**config.mk**
```make
export PLATFORM = sky130hd
export DESIGN_NAME = numvec_intc
export DESIGN_NICKNAME = d
export VERILOG_FILES = /design/src/rtl/intc_pkg.sv /design/src/rtl/intc_regs.sv /design/src/rtl/intc_pick.sv /design/src/rtl/numvec_intc.sv
export SDC_FILE = /design/constraint.sdc
export NUM_CORES = 2
export LEC_CHECK = 0
export BUFFER_PORTS_ARGS = -buffer_cell sky130_fd_sc_hd__clkbuf_2
export CAP_MARGIN = 30
export CORE_ASPECT_RATIO = 0.9
export CORE_MARGIN = 4
export CORE_UTILIZATION = 45
export CTS_CLUSTER_DIAMETER = 100
export CTS_CLUSTER_SIZE = 24
export DETAILED_ROUTE_END_ITERATION = 16
export PLACE_DENSITY_LB_ADDON = 0.15
export SETUP_SLACK_MARGIN = 0.1
export SYNTH_ARGS = -nofsm -noshare
export SYNTH_HDL_FRONTEND = slang
export SYNTH_HIERARCHICAL = 1
export SYNTH_SLANG_ARGS = --single-unit
```
**constraint.sdc**
```tcl
create_clock -name clk -period 249.5 [get_ports clk]
set_input_delay 24.95 -clock clk [delete_from_list [all_inputs] [get_ports clk]]
set_output_delay 24.95 -clock clk [all_outputs]
set_load 0.05 [all_outputs]
```
**src/rtl/intc_pkg.sv**
```systemverilog
package intc_pkg;

  // Byte addresses of the register map
  localparam int unsigned A_THRESH   = 32'h04;
  localparam int unsigned A_SETNUM   = 32'h08;
  localparam int unsigned A_CLRNUM   = 32'h0C;
  localparam int unsigned A_ENA_HI   = 32'h10;
  localparam int unsigned A_ENA_LO   = 32'h14;
  localparam int unsigned A_ROUTE_HI = 32'h18;
  localparam int unsigned A_ROUTE_LO = 32'h1C;
  localparam int unsigned A_PRIO_LO  = 32'h20;
  localparam int unsigned A_PRIO_HI  = 32'h3C;
  localparam int unsigned A_NVEC     = 32'h40;
  localparam int unsigned A_FVEC     = 32'h44;
  localparam int unsigned A_RAW_HI   = 32'h48;
  localparam int unsigned A_RAW_LO   = 32'h4C;
  localparam int unsigned A_FRC_HI   = 32'h50;
  localparam int unsigned A_FRC_LO   = 32'h54;
  localparam int unsigned A_NPND_HI  = 32'h58;
  localparam int unsigned A_NPND_LO  = 32'h5C;
  localparam int unsigned A_FPND_HI  = 32'h60;
  localparam int unsigned A_FPND_LO  = 32'h64;

  localparam logic [15:0] VEC_NONE = 16'hFFFF;

  typedef enum logic {PICK_BY_PRIO = 1'b0, PICK_BY_NUMBER = 1'b1} pick_mode_e;

endpackage

```
**src/rtl/intc_regs.sv**
```systemverilog
module intc_regs
  import intc_pkg::*;
#(
  parameter int NUM_SRC = 64,
  parameter int PRIO_W  = 4,
  parameter int ADDR_W  = 7,
  parameter int DW      = 32
) (
  input  logic                      clk,
  input  logic                      rst,
  input  logic                      wr_en,
  input  logic [ADDR_W-1:0]         addr,
  input  logic [DW-1:0]             wdata,
  output logic [NUM_SRC-1:0]        en_q,
  output logic [NUM_SRC-1:0]        route_q,
  output logic [NUM_SRC-1:0]        force_q,
  output logic [NUM_SRC*PRIO_W-1:0] prio_flat,
  output logic signed [PRIO_W:0]    thresh_q
);

  localparam int SRC_W = $clog2(NUM_SRC);
  localparam int PER_W = DW / PRIO_W;        // priorities per word
  localparam int NPW   = NUM_SRC / PER_W;    // number of priority words

  logic [SRC_W-1:0] num_sel;
  assign num_sel = wdata[SRC_W-1:0];

  // Enable bits: word writes and single-bit set/clear by number
  always_ff @(posedge clk) begin
    if (rst) begin
      en_q <= '0;
    end else if (wr_en) begin
      case (addr)
        ADDR_W'(A_SETNUM): en_q[num_sel] <= 1'b1;
        ADDR_W'(A_CLRNUM): en_q[num_sel] <= 1'b0;
        ADDR_W'(A_ENA_HI): en_q[NUM_SRC-1:DW] <= wdata;
        ADDR_W'(A_ENA_LO): en_q[DW-1:0] <= wdata;
        default: ;
      endcase
    end
  end

  // Route, force and threshold registers
  always_ff @(posedge clk) begin
    if (rst) begin
      route_q  <= '0;
      force_q  <= '0;
      thresh_q <= '0;
    end else if (wr_en) begin
      case (addr)
        ADDR_W'(A_ROUTE_HI): route_q[NUM_SRC-1:DW] <= wdata;
        ADDR_W'(A_ROUTE_LO): route_q[DW-1:0] <= wdata;
        ADDR_W'(A_FRC_HI):   force_q[NUM_SRC-1:DW] <= wdata;
        ADDR_W'(A_FRC_LO):   force_q[DW-1:0] <= wdata;
        ADDR_W'(A_THRESH):   thresh_q <= $signed(wdata[PRIO_W:0]);
        default: ;
      endcase
    end
  end

  // One priority field per source; word x is mapped in reverse order
  for (genvar s = 0; s < NUM_SRC; s++) begin : g_prio
    localparam int WORD  = s / PER_W;
    localparam int SLOT  = s % PER_W;
    localparam int PADDR = A_PRIO_LO + 4 * (NPW - 1 - WORD);
    logic [PRIO_W-1:0] prio_r;
    always_ff @(posedge clk) begin
      if (rst) begin
        prio_r <= '0;
      end else if (wr_en && addr == ADDR_W'(PADDR)) begin
        prio_r <= wdata[SLOT*PRIO_W +: PRIO_W];
      end
    end
    assign prio_flat[s*PRIO_W +: PRIO_W] = prio_r;
  end


  rst_clear_chk: assert property (@(posedge clk)
    rst |=> (en_q == '0 && route_q == '0 && force_q == '0 && thresh_q == '0));


  setnum_chk: assert property (@(posedge clk) disable iff (rst)
    (wr_en && addr == ADDR_W'(A_SETNUM)) |=>
      (en_q[$past(num_sel)] && $countones(en_q ^ $past(en_q)) <= 1));


  clrnum_chk: assert property (@(posedge clk) disable iff (rst)
    (wr_en && addr == ADDR_W'(A_CLRNUM)) |=>
      (!en_q[$past(num_sel)] && $countones(en_q ^ $past(en_q)) <= 1));


  ena_lo_chk: assert property (@(posedge clk) disable iff (rst)
    (wr_en && addr == ADDR_W'(A_ENA_LO)) |=>
      (en_q[DW-1:0] == $past(wdata) && $stable(en_q[NUM_SRC-1:DW])));

endmodule

```
**src/rtl/intc_pick.sv**
```systemverilog
module intc_pick
  import intc_pkg::*;
#(
  parameter int         NUM_SRC = 64,
  parameter int         PRIO_W  = 4,
  parameter pick_mode_e MODE    = PICK_BY_PRIO,
  localparam int        SRC_W   = $clog2(NUM_SRC)
) (
  input  logic                      clk,
  input  logic                      rst,
  input  logic [NUM_SRC-1:0]        pend,
  input  logic [NUM_SRC*PRIO_W-1:0] prio_flat,
  input  logic signed [PRIO_W:0]    thresh,
  output logic                      valid,
  output logic [SRC_W-1:0]          idx
);

  if (MODE == PICK_BY_PRIO) begin : g_prio
    logic [PRIO_W-1:0] best;
    logic [PRIO_W-1:0] cur;

    // Ascending scan with >= hands ties to the higher source number
    always_comb begin
      valid = 1'b0;
      idx   = '0;
      best  = '0;
      cur   = '0;
      for (int i = 0; i < NUM_SRC; i++) begin
        cur = prio_flat[i*PRIO_W +: PRIO_W];
        if (pend[i] && ($signed({1'b0, cur}) > thresh) && (!valid || cur >= best)) begin
          valid = 1'b1;
          idx   = SRC_W'(i);
          best  = cur;
        end
      end
    end


    prio_win_chk: assert property (@(posedge clk) disable iff (rst)
      valid |-> (pend[idx] &&
                 $signed({1'b0, prio_flat[idx*PRIO_W +: PRIO_W]}) > thresh));
  end else begin : g_num
    always_comb begin
      valid = 1'b0;
      idx   = '0;
      for (int i = 0; i < NUM_SRC; i++) begin
        if (pend[i]) begin
          valid = 1'b1;
          idx   = SRC_W'(i);
        end
      end
    end


    num_win_chk: assert property (@(posedge clk) disable iff (rst)
      valid |-> ((pend >> idx) == NUM_SRC'(1)));
  end

endmodule

```
**src/rtl/numvec_intc.sv**
```systemverilog
module numvec_intc
  import intc_pkg::*;
#(
  parameter int NUM_SRC = 64,
  parameter int PRIO_W  = 4,
  parameter int ADDR_W  = 7,
  parameter int DW      = 32
) (
  input  logic               clk,
  input  logic               rst,
  input  logic [NUM_SRC-1:0] src_in,
  input  logic               wr_en,
  input  logic               rd_en,
  input  logic [ADDR_W-1:0]  addr,
  input  logic [DW-1:0]      wdata,
  output logic [DW-1:0]      rdata,
  output logic               irq_norm,
  output logic               irq_fast
);

  localparam int SRC_W = $clog2(NUM_SRC);
  localparam int PER_W = DW / PRIO_W;
  localparam int NPW   = NUM_SRC / PER_W;
  localparam int PW_W  = $clog2(NPW);
  localparam int HW    = DW / 2;

  logic [NUM_SRC-1:0]        en_q, route_q, force_q, src_q;
  logic [NUM_SRC*PRIO_W-1:0] prio_flat;
  logic signed [PRIO_W:0]    thresh_q;
  logic [NUM_SRC-1:0]        pend_n, pend_f;
  logic                      n_valid, f_valid;
  logic [SRC_W-1:0]          n_idx, f_idx;
  logic [HW-1:0]             nvec_q, fvec_q;
  logic [DW-1:0]             rd_mux;
  logic [PW_W-1:0]           pword;

  intc_regs #(
    .NUM_SRC(NUM_SRC), .PRIO_W(PRIO_W), .ADDR_W(ADDR_W), .DW(DW)
  ) u_regs (
    .clk      (clk),
    .rst      (rst),
    .wr_en    (wr_en),
    .addr     (addr),
    .wdata    (wdata),
    .en_q     (en_q),
    .route_q  (route_q),
    .force_q  (force_q),
    .prio_flat(prio_flat),
    .thresh_q (thresh_q)
  );

  // Source capture
  always_ff @(posedge clk) begin
    if (rst) src_q <= '0;
    else     src_q <= src_in;
  end

  assign pend_n = (src_q | force_q) & en_q & ~route_q;
  assign pend_f = (src_q | force_q) & en_q & route_q;

  intc_pick #(
    .NUM_SRC(NUM_SRC), .PRIO_W(PRIO_W), .MODE(PICK_BY_PRIO)
  ) u_pick_norm (
    .clk      (clk),
    .rst      (rst),
    .pend     (pend_n),
    .prio_flat(prio_flat),
    .thresh   (thresh_q),
    .valid    (n_valid),
    .idx      (n_idx)
  );

  intc_pick #(
    .NUM_SRC(NUM_SRC), .PRIO_W(PRIO_W), .MODE(PICK_BY_NUMBER)
  ) u_pick_fast (
    .clk      (clk),
    .rst      (rst),
    .pend     (pend_f),
    .prio_flat(prio_flat),
    .thresh   (thresh_q),
    .valid    (f_valid),
    .idx      (f_idx)
  );

  // Registered outputs and vector words
  always_ff @(posedge clk) begin
    if (rst) begin
      irq_norm <= 1'b0;
      irq_fast <= 1'b0;
      nvec_q   <= VEC_NONE;
      fvec_q   <= VEC_NONE;
    end else begin
      irq_norm <= n_valid;
      irq_fast <= |pend_f;
      nvec_q   <= n_valid ? HW'(n_idx) : VEC_NONE;
      fvec_q   <= f_valid ? HW'(f_idx) : VEC_NONE;
    end
  end

  // Priority word x lives at base + 4*(NPW-1-x)
  assign pword = PW_W'(NPW - 1) - addr[PW_W+1:2];

  always_comb begin
    rd_mux = '0;
    case (addr)
      ADDR_W'(A_THRESH):   rd_mux = DW'(thresh_q);
      ADDR_W'(A_ENA_HI):   rd_mux = en_q[NUM_SRC-1:DW];
      ADDR_W'(A_ENA_LO):   rd_mux = en_q[DW-1:0];
      ADDR_W'(A_ROUTE_HI): rd_mux = route_q[NUM_SRC-1:DW];
      ADDR_W'(A_ROUTE_LO): rd_mux = route_q[DW-1:0];
      ADDR_W'(A_NVEC):     rd_mux = {nvec_q, {HW{1'b0}}};
      ADDR_W'(A_FVEC):     rd_mux = {fvec_q, {HW{1'b0}}};
      ADDR_W'(A_RAW_HI):   rd_mux = src_q[NUM_SRC-1:DW];
      ADDR_W'(A_RAW_LO):   rd_mux = src_q[DW-1:0];
      ADDR_W'(A_FRC_HI):   rd_mux = force_q[NUM_SRC-1:DW];
      ADDR_W'(A_FRC_LO):   rd_mux = force_q[DW-1:0];
      ADDR_W'(A_NPND_HI):  rd_mux = pend_n[NUM_SRC-1:DW];
      ADDR_W'(A_NPND_LO):  rd_mux = pend_n[DW-1:0];
      ADDR_W'(A_FPND_HI):  rd_mux = pend_f[NUM_SRC-1:DW];
      ADDR_W'(A_FPND_LO):  rd_mux = pend_f[DW-1:0];
      default: begin
        if (addr >= ADDR_W'(A_PRIO_LO) && addr <= ADDR_W'(A_PRIO_HI) && addr[1:0] == 2'b00)
          rd_mux = prio_flat[pword*DW +: DW];
      end
    endcase
  end

  always_ff @(posedge clk) begin
    if (rst)        rdata <= '0;
    else if (rd_en) rdata <= rd_mux;
  end


  norm_vec_chk: assert property (@(posedge clk) disable iff (rst)
    irq_norm |-> (nvec_q != VEC_NONE));


  fast_vec_chk: assert property (@(posedge clk) disable iff (rst)
    irq_fast == (fvec_q != VEC_NONE));

endmodule

```
==> impl_results.md <==
- Height of the chip: 317 um
- Relative slew slack: 21.1%
- Class of the most critical setup path: reg -> reg
- DIE AREA: around 110000 um^2
- Min Hold Slack: 0.477 ns
- Reg2reg path depth: 495
- Share of cells above drive strength 1: 9.49%
- Via count: 52400
- Later-pin clock latency in the skew report: 0.67 ns
- Clock Pin Slew Worst Setup and Hold Paths: 0.10 ns
- Routability cong.: 1.09
- Slew @ Worst Pin: roughly 1.2 ns
- CP Depth: between 400 and 500
- Final wirelength: about 250000 um
- PortBufs: 140
- Max Buffers Root-to-Sink: 3
- VDD IR max: 0.00358 mV
- Initial Util: 45.3%
- Crit-path slowest cell: nor3_1
- Largest net degree at the start of global routing: 129
- Worst endpoint data arrival time: 110.61 ns
- Initial antenna violation count: 29
- CP Max Fanout: 15
- Die X: 351 um
- Seq/Total Area, Yosys: 23.7%
- P&R area growth vs syn: 6.88%
- Most used cell, CP: ha_1
- Core Util, Final: 48.4%
- Post-synth EDFFs: 0
- Post-Syn Area: 47700 um^2
- Global route overflow: 0
- Post-DP HPWL: roughly 190000 um
- Synth area leaders: dfxtp_1 (24%), ha_1 (12%), nand2_1 (9.0%), a21oi_1 (7.3%), nor2_1 (3.3%)
- NumNets Final: 6795
- H-tree depth: 2
- Post-Syn Instances: 6305
- Iter 0 DRT Violations: about 7700
- HP Class: reg -> reg
- CTS root buf: clkbuf_16
- Slew Viols, Final: 0
- Total of max-cap violations: 0
- Max Clock Freq: between 9 and 10 MHz
- Total GRT Usage: a little over two fifths
- CTS buffer count: 37
- Vias in the first global route: ~46000
- Setup bufs post-CTS: 0
- CP Capture Type: flop
- First drt pass iteration count: 8
- Yosys top cell by area: dfxtp_1
- Most frequent cells after synthesis: nand2_1 (1139), a21oi_1 (692), dfxtp_1 (565)
- Leak: approximately 19 nW
- Startpoint Class: flop
- Delay-heaviest family, CP: compound AO/OA/AOI/OAI gates
- WL/cell: 33.0 um
- WHS Path Cells: 2
- Synth warn: 6
- Syn Nets: 6864
- Post-CTS Resized: 0
- Prevailing post-synth register cell: dfxtp_1
- Register bit count reported by yosys: 565
- Fill count: between 10000 and 15000
- Max incr delay on CP: 0.77 ns
- Area post-placement: 49600 um^2
- Distinct cells, synth: 132
- Ys async rst share: 0%
- Final Hold Vio Count: 0
- Most numerous cell in the Yosys netlist: nand2_1
- Num rows: 113
- Setup tns final: 0 ns
- First-pass GRT wire length: 351000 um
- Outcome: finished, final reports clean
- Final instance area: 51000 um^2
- Data required time at the worst endpoint: 250.06 ns
- CP Buf/Inv Count: 18
- Clk_skew: 0.0384 ns
- CTS Hold Buffers Added: 0
- Num ports: 141
- Avg Synthesized Cell Area: about 7.6 um^2
- Clock tree from TritonCTS: yes
- Crit share post-route: 44.1%
- Core Region: about 110000 um^2
- Drt drc: 0
- Post-route ant nets: 0
- Tmin final: 110.05 ns
- RSZ-0062 raised after global routing: no
- Clk sinks: 565
- Finish-stage setup viols: 0
- Synth top area share: a little under a quarter
- Pwr dens: 3.65 nW/um^2
- Vias per cell: 6.84
worst min-delay path: stages, from the launching register on:
cell,delay (ns)
dfxtp_1,0.33
nand2_1,0.05
a21oi_1,0.05
routing by layer:
metal	up-vias	wire [um]	GRT usage (%)
met3	763	31600	13.9
li1	23000	-	-
met5	-	157	0
met2	3581	101000	61.0
met4	22	19500	29.0
met1	25000	101000	57.9
power breakdown:
part / switching (mW) / leakage (nW) / internal (mW)
Combinational: 0.0143 / 13.3 / 0.00462
Clock: 0.0415 / 0.628 / 0.0326
Sequential: 0.00194 / 4.58 / 0.0912
Total: 0.0577 / 18.5 / 0.128
metrics by stage:
stage               setup slack, ns  total power [mW]  std cells
floorplan                    153.08             0.104       6305
global placement             144.41             0.113       7553
detailed placement           142.34             0.113       7567
CTS                          142.06             0.185       7627
global route                 131.12             0.189       7639
finish                       139.45             0.186       7658
cells by family after synthesis:
group           Yosys count  share of synthesized area (%)
mux                     178                           5.63
flops                   565                           23.7
fa+ha+maj               462                           12.1
compound gates         2080                           29.3
buf+inv                 623                           5.47
simple gates           2397                           23.9
worst paths after layout:
path	slack [ns]	startpoint	to
setup / recovery	139.45	u_regs/en_q[0]	nvec_q[5]
hold / removal	0.48	u_regs/force_q[50]	u_regs/force_q[50]
setup reg to reg	139.45	u_regs/en_q[0]	nvec_q[5]
hold reg to reg	0.48	u_regs/force_q[50]	u_regs/force_q[50]
sequential cells by signal, indices dropped and copies added, names as in the netlist:
register and flops:
u_regs/thresh_q 5, u_regs/force_q 64, fvec_q 7, u_regs/g_prio.prio_r 256, u_regs/route_q 64, u_regs/en_q 64
irq_fast 1, rdata 32, nvec_q 7, src_q 64, irq_norm 1
layout by cell type, fill, tap and decap left out, types with 88 or more instances in the layout:
cell      instances
nand2_1        1138
a21oi_1         692
dfxtp_1         563
ha_1            452
nor2_1          425
o21ai_0         293
inv_1           253
nand2b_1        159
nor2b_1         158
clkbuf_2        136
nor3_1          102
buf_4           102
a311oi_1         90
a21o_1           88
area by class of cell:
cell class              instances  area [um^2]  share of cell area [%]
diodes                         21         52.6                   0.103
inverters                     256          961                    1.88
multi-input cells            5117        33900                    66.5
clock buffers                  41          983                    1.93
flip-flops and latches        565        11300                    22.2
well taps                    1380         1730                    3.38
clock inverters                19          308                   0.603
repair buffers                259         1760                    3.45
Note: power is estimated with default switching activity, not from simulation.
